File: config.mk
export PLATFORM = sky130hd
export DESIGN_NAME = isdn_frame_packer
export DESIGN_NICKNAME = d
export VERILOG_FILES = /design/src/rtl/isdn_pkg.sv /design/src/rtl/isdn_slot_fsm.sv /design/src/rtl/isdn_rx_lane.sv /design/src/rtl/isdn_tx_lane.sv /design/src/rtl/isdn_frame_packer.sv
export SDC_FILE = /design/constraint.sdc
export NUM_CORES = 1
export LEC_CHECK = 0
export BUFFER_PORTS_ARGS = -buffer_cell sky130_fd_sc_hd__buf_4
export CORE_ASPECT_RATIO = 1.75
export CORE_MARGIN = 2
export CORE_UTILIZATION = 40
export CTS_CLUSTER_SIZE = 30
export DETAILED_ROUTE_END_ITERATION = 7
export SLEW_MARGIN = 20
export SYNTH_ARGS = -nofsm -noshare
export SYNTH_HDL_FRONTEND = slang
export SYNTH_SLANG_ARGS = --single-unit
export TNS_END_PERCENT = 20
File: constraint.sdc
create_clock -name clk -period 3.7 [get_ports clk]
set_input_delay 0.185 -clock clk [delete_from_list [all_inputs] [get_ports clk]]
set_output_delay 0.185 -clock clk [all_outputs]
set_load 0.005 [all_outputs]
File: src/rtl/isdn_pkg.sv
package isdn_pkg;

    typedef enum logic [1:0] {
        SL_IDLE = 2'd0,
        SL_B1   = 2'd1,
        SL_B2   = 2'd2,
        SL_D    = 2'd3
    } slot_e;

endpackage

File: src/rtl/isdn_slot_fsm.sv
module isdn_slot_fsm
    import isdn_pkg::*;
#(
    parameter int BYTE_W = 8,
    parameter int D_BITS = 2,
    parameter int FRAMES = 4,
    localparam int BIT_W = $clog2(BYTE_W),
    localparam int IDX_W = $clog2(FRAMES)
) (
    input  logic             clk,
    input  logic             rst_n,
    input  logic             dcl,
    input  logic             fsync,
    output slot_e            state,
    output logic [BIT_W-1:0] bit_idx,
    output logic [IDX_W-1:0] frame_idx,
    output logic             fall,
    output logic             group_start
);

    logic             dcl_q;
    slot_e            st_q, st_n;
    logic [BIT_W-1:0] bit_q, bit_n;
    logic [IDX_W-1:0] idx_q, idx_n;
    logic             rise, frame_end;

    assign rise = dcl & ~dcl_q;

    // state register
    always_ff @(posedge clk or negedge rst_n) begin
        if (!rst_n) begin
            dcl_q <= 1'b0;
            st_q  <= SL_IDLE;
            bit_q <= '0;
            idx_q <= '0;
        end else begin
            dcl_q <= dcl;
            st_q  <= st_n;
            bit_q <= bit_n;
            idx_q <= idx_n;
        end
    end

    // next state
    always_comb begin
        st_n      = st_q;
        bit_n     = bit_q;
        idx_n     = idx_q;
        frame_end = (st_q == SL_D) && (bit_q == BIT_W'(D_BITS - 1));
        if (rise) begin
            if (frame_end)
                idx_n = (idx_q == IDX_W'(FRAMES - 1)) ? '0 : idx_q + IDX_W'(1);
            if (fsync) begin
                st_n  = SL_B1;
                bit_n = '0;
            end else begin
                unique case (st_q)
                    SL_IDLE: st_n = SL_IDLE;
                    SL_B1: begin
                        if (bit_q == BIT_W'(BYTE_W - 1)) begin
                            st_n  = SL_B2;
                            bit_n = '0;
                        end else begin
                            bit_n = bit_q + BIT_W'(1);
                        end
                    end
                    SL_B2: begin
                        if (bit_q == BIT_W'(BYTE_W - 1)) begin
                            st_n  = SL_D;
                            bit_n = '0;
                        end else begin
                            bit_n = bit_q + BIT_W'(1);
                        end
                    end
                    SL_D: begin
                        if (frame_end) begin
                            st_n  = SL_IDLE;
                            bit_n = '0;
                        end else begin
                            bit_n = bit_q + BIT_W'(1);
                        end
                    end
                endcase
            end
        end
    end

    // outputs
    always_comb begin
        state       = st_q;
        bit_idx     = bit_q;
        frame_idx   = idx_q;
        fall        = ~dcl & dcl_q;
        group_start = rise & fsync & (idx_n == '0);
    end

endmodule

File: src/rtl/isdn_rx_lane.sv
module isdn_rx_lane #(
    parameter int BYTE_W = 8,
    parameter int FRAMES = 4,
    localparam int BIT_W  = $clog2(BYTE_W),
    localparam int IDX_W  = $clog2(FRAMES),
    localparam int WORD_W = BYTE_W * FRAMES,
    localparam int WPOS_W = $clog2(WORD_W)
) (
    input  logic              clk,
    input  logic              rst_n,
    input  logic              sample,
    input  logic [BIT_W-1:0]  bit_idx,
    input  logic [IDX_W-1:0]  frame_idx,
    input  logic              din,
    input  logic              hdlc,
    input  logic              rd,
    output logic [WORD_W-1:0] word,
    output logic              full,
    output logic              ovr,
    output logic              done
);

    logic [BYTE_W-1:0] byte_q, byte_cur;
    logic [WORD_W-1:0] acc_q;
    logic [BIT_W-1:0]  pos;
    logic [WPOS_W-1:0] lane_off;
    logic              last;

    always_comb begin
        pos      = hdlc ? bit_idx : (BIT_W'(BYTE_W - 1) - bit_idx);
        lane_off = WPOS_W'((FRAMES - 1 - int'(frame_idx)) * BYTE_W);
        byte_cur = byte_q;
        byte_cur[pos] = din;
        last     = sample && (bit_idx == BIT_W'(BYTE_W - 1));
        done     = last && (frame_idx == IDX_W'(FRAMES - 1));
    end

    always_ff @(posedge clk or negedge rst_n) begin
        if (!rst_n) begin
            byte_q <= '0;
            acc_q  <= '0;
            word   <= '0;
            full   <= 1'b0;
            ovr    <= 1'b0;
        end else begin
            if (sample) byte_q <= byte_cur;
            if (last)   acc_q[lane_off +: BYTE_W] <= byte_cur;
            if (done) begin
                word <= {acc_q[WORD_W-1:BYTE_W], byte_cur};
                full <= 1'b1;
                if (full && !rd) ovr <= 1'b1;
                else if (rd)     ovr <= 1'b0;
            end else if (rd) begin
                full <= 1'b0;
                ovr  <= 1'b0;
            end
        end
    end

endmodule

File: src/rtl/isdn_tx_lane.sv
module isdn_tx_lane #(
    parameter int BYTE_W = 8,
    parameter int FRAMES = 4,
    localparam int BIT_W  = $clog2(BYTE_W),
    localparam int IDX_W  = $clog2(FRAMES),
    localparam int WORD_W = BYTE_W * FRAMES,
    localparam int WPOS_W = $clog2(WORD_W)
) (
    input  logic              clk,
    input  logic              rst_n,
    input  logic              load,
    input  logic [WORD_W-1:0] word_in,
    input  logic              group_start,
    input  logic              hdlc,
    input  logic [BIT_W-1:0]  bit_idx,
    input  logic [IDX_W-1:0]  frame_idx,
    output logic              bit_out,
    output logic              undr
);

    logic [WORD_W-1:0] hold_q, shadow_q;
    logic              pend_q;
    logic [BIT_W-1:0]  pos;
    logic [WPOS_W-1:0] lane_off;

    always_ff @(posedge clk or negedge rst_n) begin
        if (!rst_n) begin
            hold_q   <= '0;
            pend_q   <= 1'b0;
            shadow_q <= '1;
            undr     <= 1'b0;
        end else if (group_start) begin
            pend_q <= 1'b0;
            if (load) begin
                shadow_q <= word_in;
                undr     <= 1'b0;
            end else if (pend_q) begin
                shadow_q <= hold_q;
                undr     <= 1'b0;
            end else begin
                shadow_q <= '1;
                undr     <= 1'b1;
            end
        end else if (load) begin
            hold_q <= word_in;
            pend_q <= 1'b1;
        end
    end

    always_comb begin
        pos      = hdlc ? bit_idx : (BIT_W'(BYTE_W - 1) - bit_idx);
        lane_off = WPOS_W'((FRAMES - 1 - int'(frame_idx)) * BYTE_W);
        bit_out  = shadow_q[lane_off + WPOS_W'(pos)];
    end

endmodule

File: src/rtl/isdn_frame_packer.sv
module isdn_frame_packer
    import isdn_pkg::*;
#(
    parameter int BYTE_W = 8,
    parameter int D_BITS = 2,
    parameter int FRAMES = 4,
    localparam int BIT_W  = $clog2(BYTE_W),
    localparam int IDX_W  = $clog2(FRAMES),
    localparam int WORD_W = BYTE_W * FRAMES,
    localparam int DB_W   = D_BITS * FRAMES,
    localparam int DP_W   = $clog2(DB_W)
) (
    input  logic              clk,
    input  logic              rst_n,
    input  logic              dcl,
    input  logic              fsync,
    input  logic              din,
    input  logic              mode_b1_hdlc,
    input  logic              mode_b2_hdlc,
    input  logic              rd_b1,
    input  logic              rd_b2,
    output logic [WORD_W-1:0] rx_b1_word,
    output logic [WORD_W-1:0] rx_b2_word,
    output logic              rx_b1_full,
    output logic              rx_b2_full,
    output logic              rx_b1_ovr,
    output logic              rx_b2_ovr,
    output logic [DB_W-1:0]   rx_d_byte,
    output logic              rx_d_stb,
    input  logic              tx_b1_load,
    input  logic              tx_b2_load,
    input  logic [WORD_W-1:0] tx_b1_word,
    input  logic [WORD_W-1:0] tx_b2_word,
    input  logic [DB_W-1:0]   tx_d_byte,
    output logic              tx_b1_undr,
    output logic              tx_b2_undr,
    output logic              dout,
    output logic              dout_en
);

    localparam int NCH = 2;

    slot_e            st;
    logic [BIT_W-1:0] bit_idx;
    logic [IDX_W-1:0] frame_idx;
    logic             fall, group_start;

    isdn_slot_fsm #(.BYTE_W(BYTE_W), .D_BITS(D_BITS), .FRAMES(FRAMES)) u_fsm (
        .clk(clk), .rst_n(rst_n), .dcl(dcl), .fsync(fsync),
        .state(st), .bit_idx(bit_idx), .frame_idx(frame_idx),
        .fall(fall), .group_start(group_start)
    );

    logic [NCH-1:0]    hdlc_v, rd_v, ld_v, full_v, ovr_v, done_v, bit_v, undr_v;
    logic [WORD_W-1:0] rxw [NCH];
    logic [WORD_W-1:0] txw [NCH];

    assign hdlc_v = {mode_b2_hdlc, mode_b1_hdlc};
    assign rd_v   = {rd_b2, rd_b1};
    assign ld_v   = {tx_b2_load, tx_b1_load};
    assign txw[0] = tx_b1_word;
    assign txw[1] = tx_b2_word;

    for (genvar ch = 0; ch < NCH; ch++) begin : g_ch
        localparam slot_e MY_SLOT = (ch == 0) ? SL_B1 : SL_B2;
        isdn_rx_lane #(.BYTE_W(BYTE_W), .FRAMES(FRAMES)) u_rx (
            .clk(clk), .rst_n(rst_n),
            .sample(fall && (st == MY_SLOT)),
            .bit_idx(bit_idx), .frame_idx(frame_idx), .din(din),
            .hdlc(hdlc_v[ch]), .rd(rd_v[ch]),
            .word(rxw[ch]), .full(full_v[ch]), .ovr(ovr_v[ch]), .done(done_v[ch])
        );
        isdn_tx_lane #(.BYTE_W(BYTE_W), .FRAMES(FRAMES)) u_tx (
            .clk(clk), .rst_n(rst_n), .load(ld_v[ch]), .word_in(txw[ch]),
            .group_start(group_start), .hdlc(hdlc_v[ch]),
            .bit_idx(bit_idx), .frame_idx(frame_idx),
            .bit_out(bit_v[ch]), .undr(undr_v[ch])
        );
    end

    assign rx_b1_word = rxw[0];
    assign rx_b2_word = rxw[1];
    assign rx_b1_full = full_v[0];
    assign rx_b2_full = full_v[1];
    assign rx_b1_ovr  = ovr_v[0];
    assign rx_b2_ovr  = ovr_v[1];
    assign tx_b1_undr = undr_v[0];
    assign tx_b2_undr = undr_v[1];

    // signalling channel, both directions
    logic [DB_W-1:0] d_acc_q, d_cur, d_shadow_q;
    logic [DP_W-1:0] d_pos;
    logic            d_samp, d_done;

    always_comb begin
        d_pos  = DP_W'(int'(frame_idx) * D_BITS + int'(bit_idx));
        d_samp = fall && (st == SL_D);
        d_done = d_samp && (bit_idx == BIT_W'(D_BITS - 1))
                        && (frame_idx == IDX_W'(FRAMES - 1));
        d_cur  = d_acc_q;
        d_cur[d_pos] = din;
    end

    always_ff @(posedge clk or negedge rst_n) begin
        if (!rst_n) begin
            d_acc_q    <= '0;
            rx_d_byte  <= '0;
            rx_d_stb   <= 1'b0;
            d_shadow_q <= '1;
        end else begin
            rx_d_stb <= d_done;
            if (d_samp)      d_acc_q    <= d_cur;
            if (d_done)      rx_d_byte  <= d_cur;
            if (group_start) d_shadow_q <= tx_d_byte;
        end
    end

    // line output from the current slot
    always_comb begin
        unique case (st)
            SL_IDLE: begin dout = 1'b1;              dout_en = 1'b0; end
            SL_B1:   begin dout = bit_v[0];          dout_en = 1'b1; end
            SL_B2:   begin dout = bit_v[1];          dout_en = 1'b1; end
            SL_D:    begin dout = d_shadow_q[d_pos]; dout_en = 1'b1; end
        endcase
    end

endmodule

==> flow_summary_export.csv, run 1 <==
group,metric,value,unit
die,core,33500,um2
die,initial_core_util,40.4,%
sta,fmax,293,MHz
clock_network,clk_path_buf_depth,3,
sta,setup_viol,0,
sta,worst_slew_pin_slew,902,ps
synth,syn_area,13500,um2
setup_path,path_class,"flip-flop to primary output",
sta,slew_headroom,39.9,%
finish,drive_gt1_share,27.2,%
synth,synth.avg_cell_area,10.4,um2
route,totalWireLength,35900,um
sta,tns,0,ps
synth,seq_area_frac_synth,55.5,%
setup_path,startpoint_type,"flip-flop",
synth,synth-edff-count,0,
placement,portBuffers,163,
grt,grt_usage,20.6,%
synth,synthTopCellsByArea,"dfrtp_1, dfstp_2, nand2_1",
grt,grt_max_degree,139,
route,avgRoutedWirePerCell,18.0,um
setup_path,crit_path_top_delay_cell,"ha_1",
route,vias,10416,
synth,yosys_most_used_dff,"dfrtp_1",
sta,clock_skew,12.7,ps
synth,syn_inst,1307,
sta,grt_setup_unrepaired,"no",
min_path,hp-class,"input port to flip-flop",
sta,hold-worst-slack,147,ps
power,power_leakage,7.56,nW
clock_network,cts-buffers-inserted,27,
placement,dpl.hpwl,25200,um
die,rows,89,
sta,finalCriticalPeriod,3410,ps
sta,fin_crit_sh,92.2,%
clock_network,cts_root_buf,"clkbuf_16",
power,p_per_area,552,nW/um2
run_status,outcome,"finished clean",
clock_network,clock-sinks,297,
route,drt_iter0_markers,554,
setup_path,required,3510,ps
synth,synth_top_area_share,41.6,%
clock_network,cts_htree_levels,1,
route,routed_via_density,5.24,
route,drc,0,
clock_network,cts_tree,"done",
synth,yosys.area.top_type,"dfrtp_1",
die,ios,164,
sta,slew_violations,0,
sta,hold_viol_final,0,
die,dieHeight,247,um
finish,num_antenna_cells,0,
power,ir_drop,0.425,mV
finish,area_growth,24.4,%
route,ant_nets,0,
grt,grt_pass1_vias,10542,
flow_run,cap_violations,0,
synth,async_flop_share,100,%
setup_path,cp_max_fo,12,
route,drt_pass1_iterations,5,
setup_path,end_kind,"primary output",
synth,yosys_warnings,0,
setup_path,crit_chain,"ha_1 -> mux2_2 -> a22o_1 -> nand2_1 -> a31oi_1 -> a311o_1 -> a211o_1 -> buf_4",
synth,ys_types,67,
synth,ys_seq_elements,297,
grt,overflow,0,
finish,fin_nets,1610,
setup_path,critPathArrivalTime,3230,ps
die,dieArea,35400,um2
clock_network,cts.clk_slew.worst_paths,70,ps
clock_network,clk_latency,540,ps
placement,finalWeightedCongestion,0.875,
setup_path,cp_slowest_stage_delay,580,ps
grt,grt_pass1_wl,57500,um
die,die_w,143,um
grt,grt_antenna_before_repair,0,
synth,synth.net_count,1403,
## cells in the mapped netlist, types with 14 or more instances
cell	instances
dfrtp_1	225
o21ai_0	158
inv_1	17
buf_2	23
mux2i_1	34
dfstp_2	72
a21oi_1	21
nand3_1	14
nand2_1	314
clkbuf_1	50
o22ai_1	87
nor2_1	34
mux2_2	97
## worst paths after layout
check / from / endpoint / slack, ps / depth (start not counted)
setup / recovery: u_fsm.frame_idx[0] / dout / 290 / 8
hold / removal: din / rx_d_byte[2] / 150 / 3
max in group asynchronous: rst_n / g_ch[1].u_tx.shadow_q[11] / 2330 / 3
setup reg to reg: u_fsm.bit_idx[1] / g_ch[0].u_rx.acc_q[10] / 830 / 7
hold reg to reg: g_ch[1].u_rx.acc_q[18] / g_ch[1].u_rx.word[18] / 470 / 2
min in group asynchronous: rst_n / g_ch[1].u_tx.hold_q[3] / 280 / 2
## cells in the final DEF, fill, tap and decap left out, types with 3 or more instances in the layout
cell type	instances
nand2_1	314
dfrtp_1	225
buf_4	179
o21ai_0	158
mux2_2	97
o22ai_1	87
dlygate4sd3_1	79
dfstp_2	72
nor2_1	34
mux2i_1	34
clkbuf_16	27
a21oi_1	21
inv_1	17
nand3_1	14
ha_1	13
nand2b_1	11
o22a_1	10
nor3_1	8
clkinv_2	8
o221ai_1	7
a2111oi_0	6
nand4_1	5
or4_1	5
o31ai_1	5
and2_1	5
nor2b_1	4
or3_1	4
a31oi_1	4
mux2_1	4
clkbuf_8	4
bufinv_16	4
buf_12	4
or2_2	3
nor3b_1	3
a211o_1	3
mux4_2	3
clkbuf_1	3
## registers in the layout, summed over array words and instances (netlist names), 3 cells and up
name / flops
d_shadow_q: 8
rx_d_byte: 8
g_ch.u_tx.hold_q: 64
u_fsm.bit_idx: 3
g_ch.u_rx.byte_q: 16
d_acc_q: 8
g_ch.u_rx.acc_q: 48
g_ch.u_rx.word: 64
g_ch.u_tx.shadow_q: 64
## power by group
group | leakage (nW) | internal, W | total [W] | switching (W)
clock | 0.455 | 0.00170 | 0.00292 | 0.00122
sequential | 3.71 | 0.00356 | 0.00377 | 0.000217
combinational | 3.40 | 0.00107 | 0.00261 | 0.00155
total | 7.56 | 0.00632 | 0.00931 | 0.00299
## stage by stage
step / worst slack, ps / instance area [um2] / std cells / utilization (%) / total power [W]
2_1_floorplan: 1180 / 13500 / 1307 / - / 0.00552
3_3_place_gp: 890 / 15100 / 1861 / 45.2 / 0.00634
3_5_place_dp: 846 / 15100 / 1861 / 45.2 / 0.00637
4_1_cts: 251 / 16800 / 1989 / 50.3 / 0.00939
5_1_grt: 67.9 / 16800 / 1989 / 50.3 / 0.00979
6_report: 287 / 16800 / 1989 / 50.3 / 0.00931
## cell families (layout without fill, tap and decap cells)
group	after synthesis	in the layout	share of synthesized area [%]
simple gates	428	428	13.5
compound gates	326	326	14.5
flops	297	297	55.5
mux	138	138	11.4
buf+inv	102	329	3.56
fa+ha+maj	13	13	1.20
xor+xnor	3	3	0.305
## critical path, delay by kind of cell (launching register included)
family                   cells  cell delay, ps
multiplexers                 1             380
buffers and inverters        1             140
adder cells (fa/ha/maj)      1             580
AND/OR/NAND/NOR              1              50
flip-flops                   1             560
AO/OA/AOI/OAI                4             970
## timing repair
| item | CTS | global route |
|---|---|---|
| buffers inserted | 0 | 0 |
| endpoints found under the hold margin | 198 | 0 |
| hold buffers | 79 | 0 |
| resized for setup | 0 | 0 |
## final cells by class
class | instances | area (um2)
clock buffers | 34 | 742
clock inverters | 15 | 179
fillers | 3113 | 16700
inverters | 17 | 63.8
multi-input cells | 908 | 5540
flip-flops and latches | 297 | 7520
well taps | 455 | 569
repair buffers | 263 | 2230
## routing by layer
metal / routed length, um / share of wire, % / up-vias / GRT usage, %
met5: 0 / 0 / - / 0
met4: 1500 / 4.2 / 0 / 8.39
met3: 1160 / 3.2 / 82 / 2.28
met2: 19500 / 54 / 207 / 38.7
met1: 13700 / 38 / 5112 / 23.4
li1: - / - / 5015 / -
(Power assumes the default switching activity.)
==> inputs of run 2 (changes only) <==
--- a/config.mk
+++ b/config.mk
@@ -6,7 +6,6 @@
 export NUM_CORES = 1
 export LEC_CHECK = 0
 export BUFFER_PORTS_ARGS = -buffer_cell sky130_fd_sc_hd__buf_4
-export CORE_ASPECT_RATIO = 1.75
 export CORE_MARGIN = 2
 export CORE_UTILIZATION = 40
 export CTS_CLUSTER_SIZE = 30
==> flow_summary_export.csv, run 2 (synthesis results as in run 1) <==
group,metric,value,unit
run_status,outcome,"finished clean",
power,p_per_area,567,nW/um2
clock_network,clk_latency,520,ps
route,vias,10480,
finish,layout_commonest_cell,"nand2_1",
grt,met2_usage,31.5,%
clock_network,clk_path_buf_depth,3,
die,initial_core_util,40.5,%
power,ir_drop,0.293,mV
finish,reg_top3,"g_ch.u_rx.word: 64 flops, g_ch.u_tx.hold_q: 64 flops, g_ch.u_tx.shadow_q: 64 flops",
sta,fin_ws,154,ps
sta,worst_slew_pin_slew,960,ps
clock_network,cts_htree_levels,2,
setup_path,cp_max_fo,17,
grt,gr-usage-met3,2.86,%
sta,slew_violations,0,
clock_network,cts_resized,0,
placement,postPlaceCellArea,15100,um2
clock_network,cts_tree,"done",
grt,grt_pass1_wl,56100,um
placement,portBuffers,163,
sta,clock_skew,24.9,ps
route,totalWireLength,34300,um
finish,final_cells,1999,
placement,finalWeightedCongestion,0.835,
route,routed_via_density,5.24,
finish,most-common-layout-cells,"nand2_1, dfrtp_1, buf_4, o21ai_0, mux2_2",
route,drt_iter0_markers,648,
finish,fin_area,17100,um2
sta,fin_crit_sh,95.8,%
placement,dp.cells,1858,
route,ant_nets,0,
die,core,33400,um2
flow_run,cap_violations,0,
setup_path,path_class,"flip-flop to primary output",
finish,area_growth,25.9,%
placement,dpl.hpwl,23200,um
route,avgRoutedWirePerCell,17.1,um
clock_network,post_cts_buffers,0,
grt,grt_max_degree,124,
sta,hold-worst-slack,172,ps
finish,multi_input_area,5540,um2
route,drc,0,
finish,regArea,7520,um2
clock_network,cts_root_buf,"clkbuf_16",
min_path,hp-class,"input port to flip-flop",
grt,busiest_layer,"met2",
die,rows,67,
sta,hold_viol_final,0,
grt,gr-usage-met1,27.9,%
finish,drive_gt1_share,27.6,%
grt,overflow,0,
sta,setup_viol,0,
clock_network,cts.clk_slew.worst_paths,60,ps
setup_path,end_kind,"primary output",
grt,grt_usage,19.5,%
finish,fill_cells,3089,
finish,fin_nets,1622,
sta,finalCriticalPeriod,3550,ps
grt,grt_pass1_vias,10243,
clock_network,cts-buffers-inserted,35,
die,dieArea,35400,um2
die,dieHeight,188,um
sta,grt_setup_unrepaired,"no",
sta,fmax,282,MHz
placement,place_ws,749,ps
setup_path,required,3510,ps
power,power_leakage,7.68,nW
setup_path,startpoint_type,"flip-flop",
setup_path,critPathArrivalTime,3360,ps
clock_network,clock-sinks,297,
route,drt_pass1_iterations,5,
sta,tns,0,ps
die,die_w,188,um
finish,num_antenna_cells,0,
sta,slew_headroom,36.0,%
die,ios,164,
grt,grt_antenna_before_repair,0,
## run 2: changes by cell type in the layout (fill, tap and decap cells not counted)
cell / previous run / this run
clkinvlp_4: 2 / 1
clkbuf_1: 3 / 10
clkinv_2: 8 / 4
clkbuf_16: 27 / 37
inv_6: 0 / 1
clkbuf_8: 4 / 7
buf_4: 179 / 184
clkinv_8: 0 / 1
clkinv_1: 1 / 0
buf_12: 4 / 3
inv_8: 0 / 1
bufinv_16: 4 / 0
## run 2: area by class of cell
| type | count | area share [%] |
|---|---|---|
| clock inverter | 8 | 0.374 |
| inverter | 17 | 0.374 |
| multi-input combinational | 908 | 32.5 |
| timing repair buffer | 267 | 13.2 |
| clock buffer | 54 | 6.21 |
| tap | 448 | 3.29 |
| sequential | 297 | 44.1 |
## run 2: path summary, 6_finish.rpt
| check | cells past startpoint | to | slack [ps] | from |
|---|---|---|---|---|
| worst max-delay path | 8 | dout | 150 | u_fsm.bit_idx[2] |
| worst min-delay path | 3 | rx_d_byte[5] | 170 | din |
| worst max register to register | 7 | g_ch[1].u_tx.hold_q[14] | 850 | u_fsm.frame_idx[0] |
| worst min register to register | 2 | g_ch[0].u_rx.word[28] | 460 | g_ch[0].u_rx.acc_q[28] |
| max in group asynchronous | 3 | g_ch[1].u_tx.shadow_q[29] | 2270 | rst_n |
| min in group asynchronous | 2 | g_ch[0].u_rx.full | 330 | rst_n |
## run 2: repair_timing
item,CTS,global route
hold buffers,79,0
endpoints found under the setup margin,0,0
endpoints found under the hold margin,171,0
## run 2: report_power, final
part	switching, W	internal (W)
clock	0.00133	0.00198
sequential	0.000243	0.00356
combinational	0.00150	0.00106
## run 2: metal layers
layer	wire length, um	share of wire, %
met2	16000	47
met3	1510	4.4
met4	660	1.9
met1	16100	47
met5	0	0
## run 2: per-stage QoR
step / power [W] / util [%]
5_1_grt: 0.0102 / 51.0
3_3_place_gp: 0.00632 / 45.3
6_report: 0.00967 / 51.0
2_1_floorplan: 0.00552 / -
4_1_cts: 0.00977 / 51.0
3_5_place_dp: 0.00634 / 45.3
## run 2: worst max-delay path: stages, from the launching register on
cell and delay, ps:
dfrtp_1 750, buf_4 300, nand2b_1 330, o22ai_1 230
a2bb2oi_1 230, o221ai_1 140, o311ai_0 460, a211o_1 260
buf_4 130
